<file path="src/rtl/evlog_pkg.sv">
package evlog_pkg;

  localparam int HANDLE_W = 16;

  typedef enum logic [1:0] {
    ST_OK    = 2'd0,
    ST_BADH  = 2'd1,
    ST_EMPTY = 2'd2
  } evlog_status_e;

  typedef enum logic [1:0] {
    CS_IDLE = 2'd0,
    CS_GET  = 2'd1,
    CS_CLR  = 2'd2
  } evlog_state_e;

  // Next handle in allocation order; 0 is never produced.
  function automatic logic [HANDLE_W-1:0] handle_after(input logic [HANDLE_W-1:0] h);
    return (h == {HANDLE_W{1'b1}}) ? HANDLE_W'(1) : h + HANDLE_W'(1);
  endfunction

  // Number of records a read request actually returns.
  function automatic int unsigned batch_len(input int unsigned want, input int unsigned have);
    return (want < have) ? want : have;
  endfunction

endpackage

</file>
<file path="src/rtl/evlog_store.sv">
module evlog_store
  import evlog_pkg::*;
#(
  parameter int DEPTH  = 8,
  parameter int TYPE_W = 4,
  parameter int ADDR_W = 32,
  parameter int DROP_W = 8,
  localparam int PTR_W = $clog2(DEPTH),
  localparam int CNT_W = $clog2(DEPTH + 1)
) (
  input  logic                clk,
  input  logic                por_n,
  input  logic                wr_en,
  input  logic [TYPE_W-1:0]   wr_type,
  input  logic [ADDR_W-1:0]   wr_addr,
  input  logic                drop_in,
  input  logic                pop_en,
  input  logic [CNT_W-1:0]    pop_cnt,
  input  logic [CNT_W-1:0]    rd_idx,
  output logic [HANDLE_W-1:0] rd_handle,
  output logic [TYPE_W-1:0]   rd_type,
  output logic [ADDR_W-1:0]   rd_addr,
  output logic [CNT_W-1:0]    occ,
  output logic [HANDLE_W-1:0] head_handle,
  output logic                ovf,
  output logic [DROP_W-1:0]   dropped,
  output logic                wr_stored,
  output logic [HANDLE_W-1:0] wr_handle
);

  logic [HANDLE_W-1:0] hmem [DEPTH];
  logic [TYPE_W-1:0]   tmem [DEPTH];
  logic [ADDR_W-1:0]   amem [DEPTH];

  logic [PTR_W-1:0]    head;
  logic [PTR_W-1:0]    tail;
  logic [PTR_W-1:0]    rd_slot;
  logic [HANDLE_W-1:0] next_h;
  logic                full;
  logic                lose;

  assign full      = (occ == CNT_W'(DEPTH));
  assign tail      = head + occ[PTR_W-1:0];
  assign rd_slot   = head + rd_idx[PTR_W-1:0];
  assign wr_stored = wr_en && !full;
  assign wr_handle = next_h;
  assign lose      = drop_in || (wr_en && full);

  assign rd_handle   = hmem[rd_slot];
  assign rd_type     = tmem[rd_slot];
  assign rd_addr     = amem[rd_slot];
  assign head_handle = hmem[head];

  // Record storage: no reset of any kind touches it.
  always_ff @(posedge clk) begin
    if (wr_stored) begin
      hmem[tail] <= next_h;
      tmem[tail] <= wr_type;
      amem[tail] <= wr_addr;
    end
  end

  // Pointers and bookkeeping: initialized by the power-on reset only.
  always_ff @(posedge clk or negedge por_n) begin
    if (!por_n) begin
      head    <= '0;
      occ     <= '0;
      next_h  <= HANDLE_W'(1);
      ovf     <= 1'b0;
      dropped <= '0;
    end else begin
      if (wr_stored) next_h <= handle_after(next_h);
      if (pop_en) head <= head + pop_cnt[PTR_W-1:0];
      occ <= occ + CNT_W'(wr_stored) - (pop_en ? pop_cnt : CNT_W'(0));
      if (lose) begin
        ovf <= 1'b1;
        if (dropped != {DROP_W{1'b1}}) dropped <= dropped + DROP_W'(1);
      end
    end
  end

endmodule

</file>
<file path="src/rtl/evlog_ctrl.sv">
module evlog_ctrl
  import evlog_pkg::*;
#(
  parameter int TYPE_W = 4,
  parameter int ADDR_W = 32,
  parameter int CNT_W  = 4
) (
  input  logic                clk,
  input  logic                rst_n,
  input  logic                cmd_valid,
  output logic                cmd_ready,
  input  logic                cmd_op,
  input  logic [CNT_W-1:0]    cmd_count,
  input  logic [HANDLE_W-1:0] cmd_handle,
  input  logic                app_valid,
  input  logic [TYPE_W-1:0]   app_type,
  input  logic [ADDR_W-1:0]   app_addr,
  input  logic [CNT_W-1:0]    occ,
  input  logic [HANDLE_W-1:0] head_handle,
  input  logic [HANDLE_W-1:0] rd_handle,
  input  logic [TYPE_W-1:0]   rd_type,
  input  logic [ADDR_W-1:0]   rd_addr,
  output logic [CNT_W-1:0]    rd_idx,
  output logic                wr_en,
  output logic [TYPE_W-1:0]   wr_type,
  output logic [ADDR_W-1:0]   wr_addr,
  output logic                drop_out,
  output logic                pop_en,
  output logic [CNT_W-1:0]    pop_cnt,
  output logic                busy,
  output logic                rsp_valid,
  output logic                rsp_last,
  output logic [1:0]          rsp_status,
  output logic [HANDLE_W-1:0] rsp_handle,
  output logic [TYPE_W-1:0]   rsp_type,
  output logic [ADDR_W-1:0]   rsp_addr
);

  evlog_state_e        state;
  logic [CNT_W-1:0]    idx;
  logic [CNT_W-1:0]    n_lat;
  logic [CNT_W-1:0]    clr_cnt;
  logic [HANDLE_W-1:0] clr_handle;
  logic                stage_vld;
  logic [TYPE_W-1:0]   stage_type;
  logic [ADDR_W-1:0]   stage_addr;
  logic                idle;
  logic                get_last;
  logic                clr_ok;

  assign idle      = (state == CS_IDLE);
  assign busy      = !idle;
  assign cmd_ready = idle;
  assign get_last  = (n_lat == '0) || (idx == n_lat - CNT_W'(1));
  assign clr_ok    = (clr_handle == head_handle) && (clr_cnt != '0) && (clr_cnt <= occ);
  assign rd_idx    = idx;

  // Commit path: staged event first, then a fresh one, only while idle.
  assign wr_en    = idle && (stage_vld || app_valid);
  assign wr_type  = stage_vld ? stage_type : app_type;
  assign wr_addr  = stage_vld ? stage_addr : app_addr;
  assign drop_out = busy && app_valid && stage_vld;
  assign pop_en   = (state == CS_CLR) && clr_ok;
  assign pop_cnt  = clr_cnt;

  always_comb begin
    rsp_valid  = 1'b0;
    rsp_last   = 1'b0;
    rsp_status = ST_OK;
    rsp_handle = '0;
    rsp_type   = '0;
    rsp_addr   = '0;
    case (state)
      CS_GET: begin
        rsp_valid = 1'b1;
        rsp_last  = get_last;
        if (n_lat == '0) begin
          rsp_status = ST_EMPTY;
        end else begin
          rsp_handle = rd_handle;
          rsp_type   = rd_type;
          rsp_addr   = rd_addr;
        end
      end
      CS_CLR: begin
        rsp_valid  = 1'b1;
        rsp_last   = 1'b1;
        rsp_status = clr_ok ? ST_OK : ST_BADH;
        rsp_handle = clr_handle;
      end
      default: ;
    endcase
  end

  always_ff @(posedge clk or negedge rst_n) begin
    if (!rst_n) begin
      state      <= CS_IDLE;
      idx        <= '0;
      n_lat      <= '0;
      clr_cnt    <= '0;
      clr_handle <= '0;
      stage_vld  <= 1'b0;
      stage_type <= '0;
      stage_addr <= '0;
    end else begin
      // staging register
      if (idle) begin
        if (stage_vld && app_valid) begin
          stage_type <= app_type;
          stage_addr <= app_addr;
        end else if (stage_vld) begin
          stage_vld <= 1'b0;
        end
      end else if (app_valid && !stage_vld) begin
        stage_vld  <= 1'b1;
        stage_type <= app_type;
        stage_addr <= app_addr;
      end
      // command sequencing
      case (state)
        CS_IDLE: if (cmd_valid) begin
          if (cmd_op) begin
            clr_handle <= cmd_handle;
            clr_cnt    <= cmd_count;
            state      <= CS_CLR;
          end else begin
            n_lat <= CNT_W'(batch_len(int'(cmd_count), int'(occ)));
            idx   <= '0;
            state <= CS_GET;
          end
        end
        CS_GET: begin
          if (get_last) state <= CS_IDLE;
          else          idx   <= idx + CNT_W'(1);
        end
        default: state <= CS_IDLE;
      endcase
    end
  end

endmodule

</file>
<file path="src/rtl/evlog_top.sv">
module evlog_top
  import evlog_pkg::*;
#(
  parameter int DEPTH  = 8,
  parameter int TYPE_W = 4,
  parameter int ADDR_W = 32,
  parameter int DROP_W = 8,
  localparam int CNT_W = $clog2(DEPTH + 1)
) (
  input  logic                clk,
  input  logic                por_n,
  input  logic                warm_rst_n,
  input  logic                app_valid,
  input  logic [TYPE_W-1:0]   app_type,
  input  logic [ADDR_W-1:0]   app_addr,
  input  logic                cmd_valid,
  output logic                cmd_ready,
  input  logic                cmd_op,
  input  logic [CNT_W-1:0]    cmd_count,
  input  logic [HANDLE_W-1:0] cmd_handle,
  output logic                rsp_valid,
  output logic                rsp_last,
  output logic [1:0]          rsp_status,
  output logic [HANDLE_W-1:0] rsp_handle,
  output logic [TYPE_W-1:0]   rsp_type,
  output logic [ADDR_W-1:0]   rsp_addr,
  output logic                rsp_overflow,
  output logic [DROP_W-1:0]   rsp_dropped
);

  logic                ctrl_rst_n;
  logic                wr_en;
  logic [TYPE_W-1:0]   wr_type;
  logic [ADDR_W-1:0]   wr_addr;
  logic                drop_ev;
  logic                pop_en;
  logic [CNT_W-1:0]    pop_cnt;
  logic [CNT_W-1:0]    rd_idx;
  logic [HANDLE_W-1:0] rd_handle;
  logic [TYPE_W-1:0]   rd_type;
  logic [ADDR_W-1:0]   rd_addr;
  logic [CNT_W-1:0]    occ;
  logic [HANDLE_W-1:0] head_handle;
  logic                wr_stored;
  logic [HANDLE_W-1:0] wr_handle;
  logic                busy;

  assign ctrl_rst_n = por_n && warm_rst_n;

  evlog_store #(
    .DEPTH(DEPTH), .TYPE_W(TYPE_W), .ADDR_W(ADDR_W), .DROP_W(DROP_W)
  ) u_store (
    .clk(clk), .por_n(por_n),
    .wr_en(wr_en), .wr_type(wr_type), .wr_addr(wr_addr),
    .drop_in(drop_ev), .pop_en(pop_en), .pop_cnt(pop_cnt),
    .rd_idx(rd_idx), .rd_handle(rd_handle), .rd_type(rd_type), .rd_addr(rd_addr),
    .occ(occ), .head_handle(head_handle),
    .ovf(rsp_overflow), .dropped(rsp_dropped),
    .wr_stored(wr_stored), .wr_handle(wr_handle)
  );

  evlog_ctrl #(
    .TYPE_W(TYPE_W), .ADDR_W(ADDR_W), .CNT_W(CNT_W)
  ) u_ctrl (
    .clk(clk), .rst_n(ctrl_rst_n),
    .cmd_valid(cmd_valid), .cmd_ready(cmd_ready), .cmd_op(cmd_op),
    .cmd_count(cmd_count), .cmd_handle(cmd_handle),
    .app_valid(app_valid), .app_type(app_type), .app_addr(app_addr),
    .occ(occ), .head_handle(head_handle),
    .rd_handle(rd_handle), .rd_type(rd_type), .rd_addr(rd_addr), .rd_idx(rd_idx),
    .wr_en(wr_en), .wr_type(wr_type), .wr_addr(wr_addr),
    .drop_out(drop_ev), .pop_en(pop_en), .pop_cnt(pop_cnt), .busy(busy),
    .rsp_valid(rsp_valid), .rsp_last(rsp_last), .rsp_status(rsp_status),
    .rsp_handle(rsp_handle), .rsp_type(rsp_type), .rsp_addr(rsp_addr)
  );

endmodule

</file>
<file path="config.mk">
export PLATFORM = sky130hd
export DESIGN_NAME = evlog_top
export DESIGN_NICKNAME = d
export VERILOG_FILES = /design/src/rtl/evlog_pkg.sv /design/src/rtl/evlog_store.sv /design/src/rtl/evlog_ctrl.sv /design/src/rtl/evlog_top.sv
export SDC_FILE = /design/constraint.sdc
export NUM_CORES = 1
export LEC_CHECK = 0
export BUFFER_PORTS_ARGS = -buffer_cell sky130_fd_sc_hd__clkbuf_2
export CAP_MARGIN = 20
export CORE_ASPECT_RATIO = 0.75
export CORE_MARGIN = 8
export CORE_UTILIZATION = 53
export DETAILED_ROUTE_END_ITERATION = 8
export PLACE_DENSITY = 0.71
export SYNTH_ARGS = -nofsm -noshare
export SYNTH_HDL_FRONTEND = slang
export SYNTH_SLANG_ARGS = --single-unit
</file>
<file path="constraint.sdc">
create_clock -name clk -period 10.5 [get_ports clk]
set_clock_uncertainty 0.2 [all_clocks]
set_input_delay 1.575 -clock clk [delete_from_list [all_inputs] [get_ports clk]]
set_output_delay 1.575 -clock clk [all_outputs]
set_load 0.05 [all_outputs]
</file>
Word-level counts from Yosys, hierarchy flattened
Memories as Yosys holds them, arrays and structs flattened.
Cells that the tools add are included.
- bitwise gates (word level): 1
- equality and inequality tests: 13
- add/subtract/negate cells: 9
- reduce and logical (&&, ||, !) cells: 30
- $lt $le $gt $ge: 2
- multiplexer cells: 35
- operator list (cell ; count):
    32-bit 2-to-1 mux ; 6
    4-bit 2-to-1 mux ; 11
    16-bit 2-to-1 mux ; 2
    16-bit case mux with 2 select lines ; 1
    16-bit by 1-bit adder with 16-bit output (second input constant) ; 1
    16-bit equality test ; 1
    16-bit equality test (second input constant) ; 1
    1-bit logical AND ; 11
    2-bit != test (second input constant) ; 5
    3-bit adder ; 3
    8-bit by 1-bit adder with 8-bit output (second input constant) ; 1
    2-bit 2-to-1 mux ; 4
    8-bit != test (second input constant) ; 1
    2-bit case mux with 2 select lines ; 2
    4-bit case mux with 2 select lines ; 1
    2-bit AND reduction ; 4
    1-bit 2-to-1 mux ; 7
    3-bit AND reduction ; 2
    4-bit by 1-bit adder with 4-bit output ; 1
    4-bit by 1-bit adder with 4-bit output (second input constant) ; 1
    4-bit equality test ; 1
    4-bit equality test (second input constant) ; 1
    4-bit less-or-equal comparator ; 1
    4-bit zero test ; 1
    other kinds (15) ; 20
- word-level logic and storage cells: 106
- input bits: 62
- memories: 3
- register bits: 99
- bits in writable memories: 416
- memory list (name ; words ; bits a word ; rd ports ; clocked after Yosys merged registers in ; wr ports ; RTL line ; RTL):
    u_store.amem ; 8 ; 32 ; 1 ; 0 ; 1 ; evlog_store.sv:33 ; logic [ADDR_W-1:0] amem [DEPTH];
    u_store.hmem ; 8 ; 16 ; 2 ; 0 ; 1 ; evlog_store.sv:31 ; logic [HANDLE_W-1:0] hmem [DEPTH];
    u_store.tmem ; 8 ; 4 ; 1 ; 0 ; 1 ; evlog_store.sv:32 ; logic [TYPE_W-1:0] tmem [DEPTH];

Logic depth before layout (Yosys ltp)
An unclocked memory read counts as a cell.
- depth in word-level cells: 7
- depth in mapped cells: 15
- gate-level depth less buffers: 15

Hierarchy
A second synthesis with hierarchy kept.
- cell total of the unflattened synthesis: 1201
- area total of the unflattened synthesis: 22417.8 um^2
- modules (own cells, without submodules) (module ; cells each ; area an instance (um^2) ; times used):
    evlog_store ; 837 ; 18338.8 ; 1
    evlog_ctrl ; 363 ; 4072.7 ; 1
    evlog_top ; 1 ; 6.3 ; 1

Worst setup path after synthesis
OpenSTA, ideal clock, no wires.
- path kind: in2reg
- start: input port app_valid
- end: memory u_store.amem[2][0] (enable)
- path slack: 4.112 ns
- buffers on the path: 0
- arrival: 5.662 ns
- required time: 9.774 ns
- cell stages on the path: 4
- library setup time: 0.526 ns
- cells stage by stage: o21ai_1 -> nor2_1 -> nand2_1 -> nor3_1
- cells in the longest elaborated chain, start to end: 5
- ends and longest elaborated chain (what ; RTL line ; RTL):
    start: declaration ; evlog_top.sv:13 ; input logic app_valid,
    1-bit logical OR ; evlog_ctrl.sv:59 ; assign wr_en = idle && (stage_vld || app_valid);
    1-bit logical AND ; evlog_ctrl.sv:59 ;
    1-bit logical AND ; evlog_store.sv:45 ; assign wr_stored = wr_en && !full;
    net u_store.wr_stored ; evlog_store.sv:27 ; output logic wr_stored,
    1-bit 2-to-1 mux ; evlog_store.sv:56 ; if (wr_stored) begin
    1-bit 2-to-1 mux (implied by the code) ; evlog_store.sv:59 ; amem[tail] <= wr_addr;
    end: declaration ; evlog_store.sv:33 ;
The timed path passes the listed nets, and every way through them passes these cells.

Worst setup path after layout
- start: register u_store.head[0]
- end: output port rsp_handle[1]
- cells in the longest elaborated chain, start to end: 4
- ends and longest elaborated chain (what ; RTL line ; RTL):
    start: declaration ; evlog_store.sv:35 ; logic [PTR_W-1:0] head;
    start signal: assignment ; evlog_store.sv:73 ; if (pop_en) head <= head + pop_cnt[PTR_W-1:0];
    3-bit adder ; evlog_store.sv:44 ; assign rd_slot = head + rd_idx[PTR_W-1:0];
    memory 8 x 16 bit ; n/a ;
    16-bit 2-to-1 mux ; evlog_ctrl.sv:77 ; if (n_lat == '0) begin
    16-bit case mux with 2 select lines ; evlog_ctrl.sv:73 ; case (state)
    end: declaration ; evlog_top.sv:24 ; output logic [HANDLE_W-1:0] rsp_handle,
No other way between the ends.

==> metrics.txt <==
Post-CTS Setup Inserts=0; Power Density=286.0 nW/µm²; clk_lat worst skew=0.58 ns; Leak Pwr=8.920 nW; largest net degree at the start of global routing=54; Hold Path Depth=1; ys async rst share=19.22%; Cell Rows=65; Reg clk slew, reported paths=0.06 ns; antenna violations before repair=1; Area Growth Syn to Fin=13.65%; worst r2r src=u_store.head[0]$_DFFE_PN0N_; GRT Residual Overflow=0; area of the mapped netlist=22,150 µm²; # fillers=3,093; DP Area=23,520 µm²; first-pass GRT wire length=76.42 mm; peak supply drop=0.1624 mV; Synth Register Bits=515; share of cells above drive strength 1=33.52%; number of vias per cell=5.924; Setup TNS=0 ns; clock buffer count from CTS=49; fin crit share=63.60%; Slew HR=34.39%; Sink Count=515; Startpoint Class=register; port bufs=127; RSZ-0062 raised after global routing=false; Final Non-Filler Cells=2,016; GRT Total Usage=20.68%; post-synth top area share=56.40%; I/O pin cnt=128; hold endpoint=u_store.ovf$_DFFE_PN0P_; Nets=1,496; Placed Cells=1,922; status=complete, no violations; most frequent cells in the layout=edfxtp_1, clkbuf_2, mux4_2, nand2_1, mux2_2; max-cap violations=0; Top FF cell, synth=edfxtp_1; worst path arrival time=4.90 ns; synth unique cells=60; reg2reg path depth=14; Post-synth EDFFs=416; post-DP HPWL=28.51 mm; CTS tree=built; post-layout min period=6.678 ns; Hold Crit Start=u_store.ovf$_DFFE_PN0P_; synth warn=0; post-synth net total=1,350; WHS=0.2696 ns; Worst-Margin Slew=0.9841 ns; n_diodes=0; critical path class=register to output pin; worst r2r dst=u_store.occ[3]$_DFF_PN0_; syn_area_per_cell=17.58 µm²; commonest non-fill, non-tap cell in the layout=edfxtp_1; post-synthesis sequential area ratio=67.59%; Synth area leaders=edfxtp_1, mux4_2, dfrtp_1, mux2_2, mux2i_1; clk buf depth=3; Tot Pwr=7.200 mW; vias in the first global route=12,430; Die ar.=48,660 µm²; Routed Wire Length=49.90 mm; Crit Path Max Fanout=53; top cell type by total area after synthesis=edfxtp_1; final setup violation count=0; final hold vios=0; Die W=252.1 µm; R2R setup slack=5.75 ns; Residual DRC=0; Initial DRT Pass Iterations=5; Finished Cell Area=25,170 µm²; Die H=193.0 µm; Highest Clock Rate=149.8 MHz; number of H-tree levels=2; Routed Antenna Nets=0; Crit path required time=8.73 ns; vias post-DR=11,940; Initial Utilization=53.19%; Mapped Cells=1,260; max-slew violations=0; worst setup margin=3.822 ns; Final Util=60.46%; RePlAce Congestion=0.7932; Post-CTS Resized=0; Post-CTS Hold Buffers=0; DRT iter0 DRCs=881; worst hold path class=register to register; pre-CTS WS=4.315 ns; CTS Root Buffer Type=clkbuf_16; Core Area=41,640 µm²; CP endpoint kind=output pin; wire per inst=24.75 µm
synth_stat cells, types with 6 or more instances:
cell      instances
mux2_2          101
xnor2_1          35
nand3_1          13
ha_1             24
inv_1            26
nor3_1           10
dfrtp_1          98
nand2_1         120
buf_1             7
a21oi_1          42
nor2_1           16
o21ai_0          24
xor2_1           17
edfxtp_1        416
clkbuf_1         40
mux2i_1          48
o21ai_1           6
mux4_2          122
o22ai_1           7
nand2b_1          6
per-layer routing:
| metal | routed length, µm | vias up | track usage [%] | share of wire (%) |
|---|---|---|---|---|
| li1 | - | 5222 | - | - |
| met1 | 22430 | 6299 | 29.71 | 45 |
| met2 | 23780 | 369 | 33.32 | 48 |
| met3 | 3029 | 52 | 3.831 | 6.1 |
| met4 | 650 | 0 | 4.110 | 1.3 |
| met5 | 0 | - | 0 | 0 |
where the power goes:
group	total [mW]	switching (mW)	leakage, nW	internal, mW
clock network	1.75	0.770	0.789	0.977
registers	3.12	0.234	5.04	2.89
logic	2.33	1.43	3.10	0.905
cell type report:
type	instances	area, µm²	area share [%]
inverter	27	101.3	0.4026
clock inverter	27	245.2	0.9742
timing repair buffer	152	847.1	3.365
tap	569	711.9	2.828
clock buffer	65	1370	5.442
sequential	515	14970	59.48
multi-input combinational	661	6925	27.51
logic make-up after synthesis:
| logic type | after synthesis | share of synthesized area [%] |
|---|---|---|
| adder cells (fa/ha/maj) | 29 | 1.762 |
| AND/OR/NAND/NOR | 203 | 4.417 |
| XOR/XNOR | 52 | 2.056 |
| buffers and inverters | 84 | 1.604 |
| multiplexers | 274 | 19.86 |
| flip-flops | 515 | 67.59 |
| AO/OA/AOI/OAI | 103 | 2.711 |
worst max-delay path, stage by stage (launching register included):
cell and delay, ns:
dfrtp_2 0.39, buf_4 0.37, ha_4 0.29, fa_4 1.34
buf_4 0.75, mux4_2 0.33, mux2i_1 0.06, o21ai_0 0.36
clkbuf_2 0.37
worst max-delay path by stage:
stage / start / to / depth (start not counted)
2_1_floorplan: app_valid / u_store.amem[2][0]$_DFFE_PP_ / 4
4_1_cts: u_store.head[0]$_DFFE_PN0N_ / rsp_handle[1] / 8
5_1_grt: u_store.head[0]$_DFFE_PN0N_ / rsp_handle[1] / 8
3_3_place_gp: u_store.head[0]$_DFFE_PN0N_ / rsp_handle[1] / 8
6_report: u_store.head[0]$_DFFE_PN0N_ / rsp_handle[1] / 8
3_5_place_dp: u_store.head[0]$_DFFE_PN0N_ / rsp_handle[1] / 8
registers in the layout, summed over array words and instances (netlist names):
signal / cells
u_ctrl.n_lat: 4
u_store.tmem: 32
u_ctrl.stage_type: 4
u_store.head: 3
u_store.wr_handle: 16
u_store.ovf: 1
u_ctrl.stage_vld: 1
u_ctrl.clr_handle: 16
u_store.dropped: 8
u_ctrl.rd_idx: 4
u_ctrl.state: 2
u_ctrl.pop_cnt: 4
u_store.occ: 4
u_store.hmem: 128
u_ctrl.stage_addr: 32
u_store.amem: 256
No activity file was read; power rests on OpenSTA's default activity.
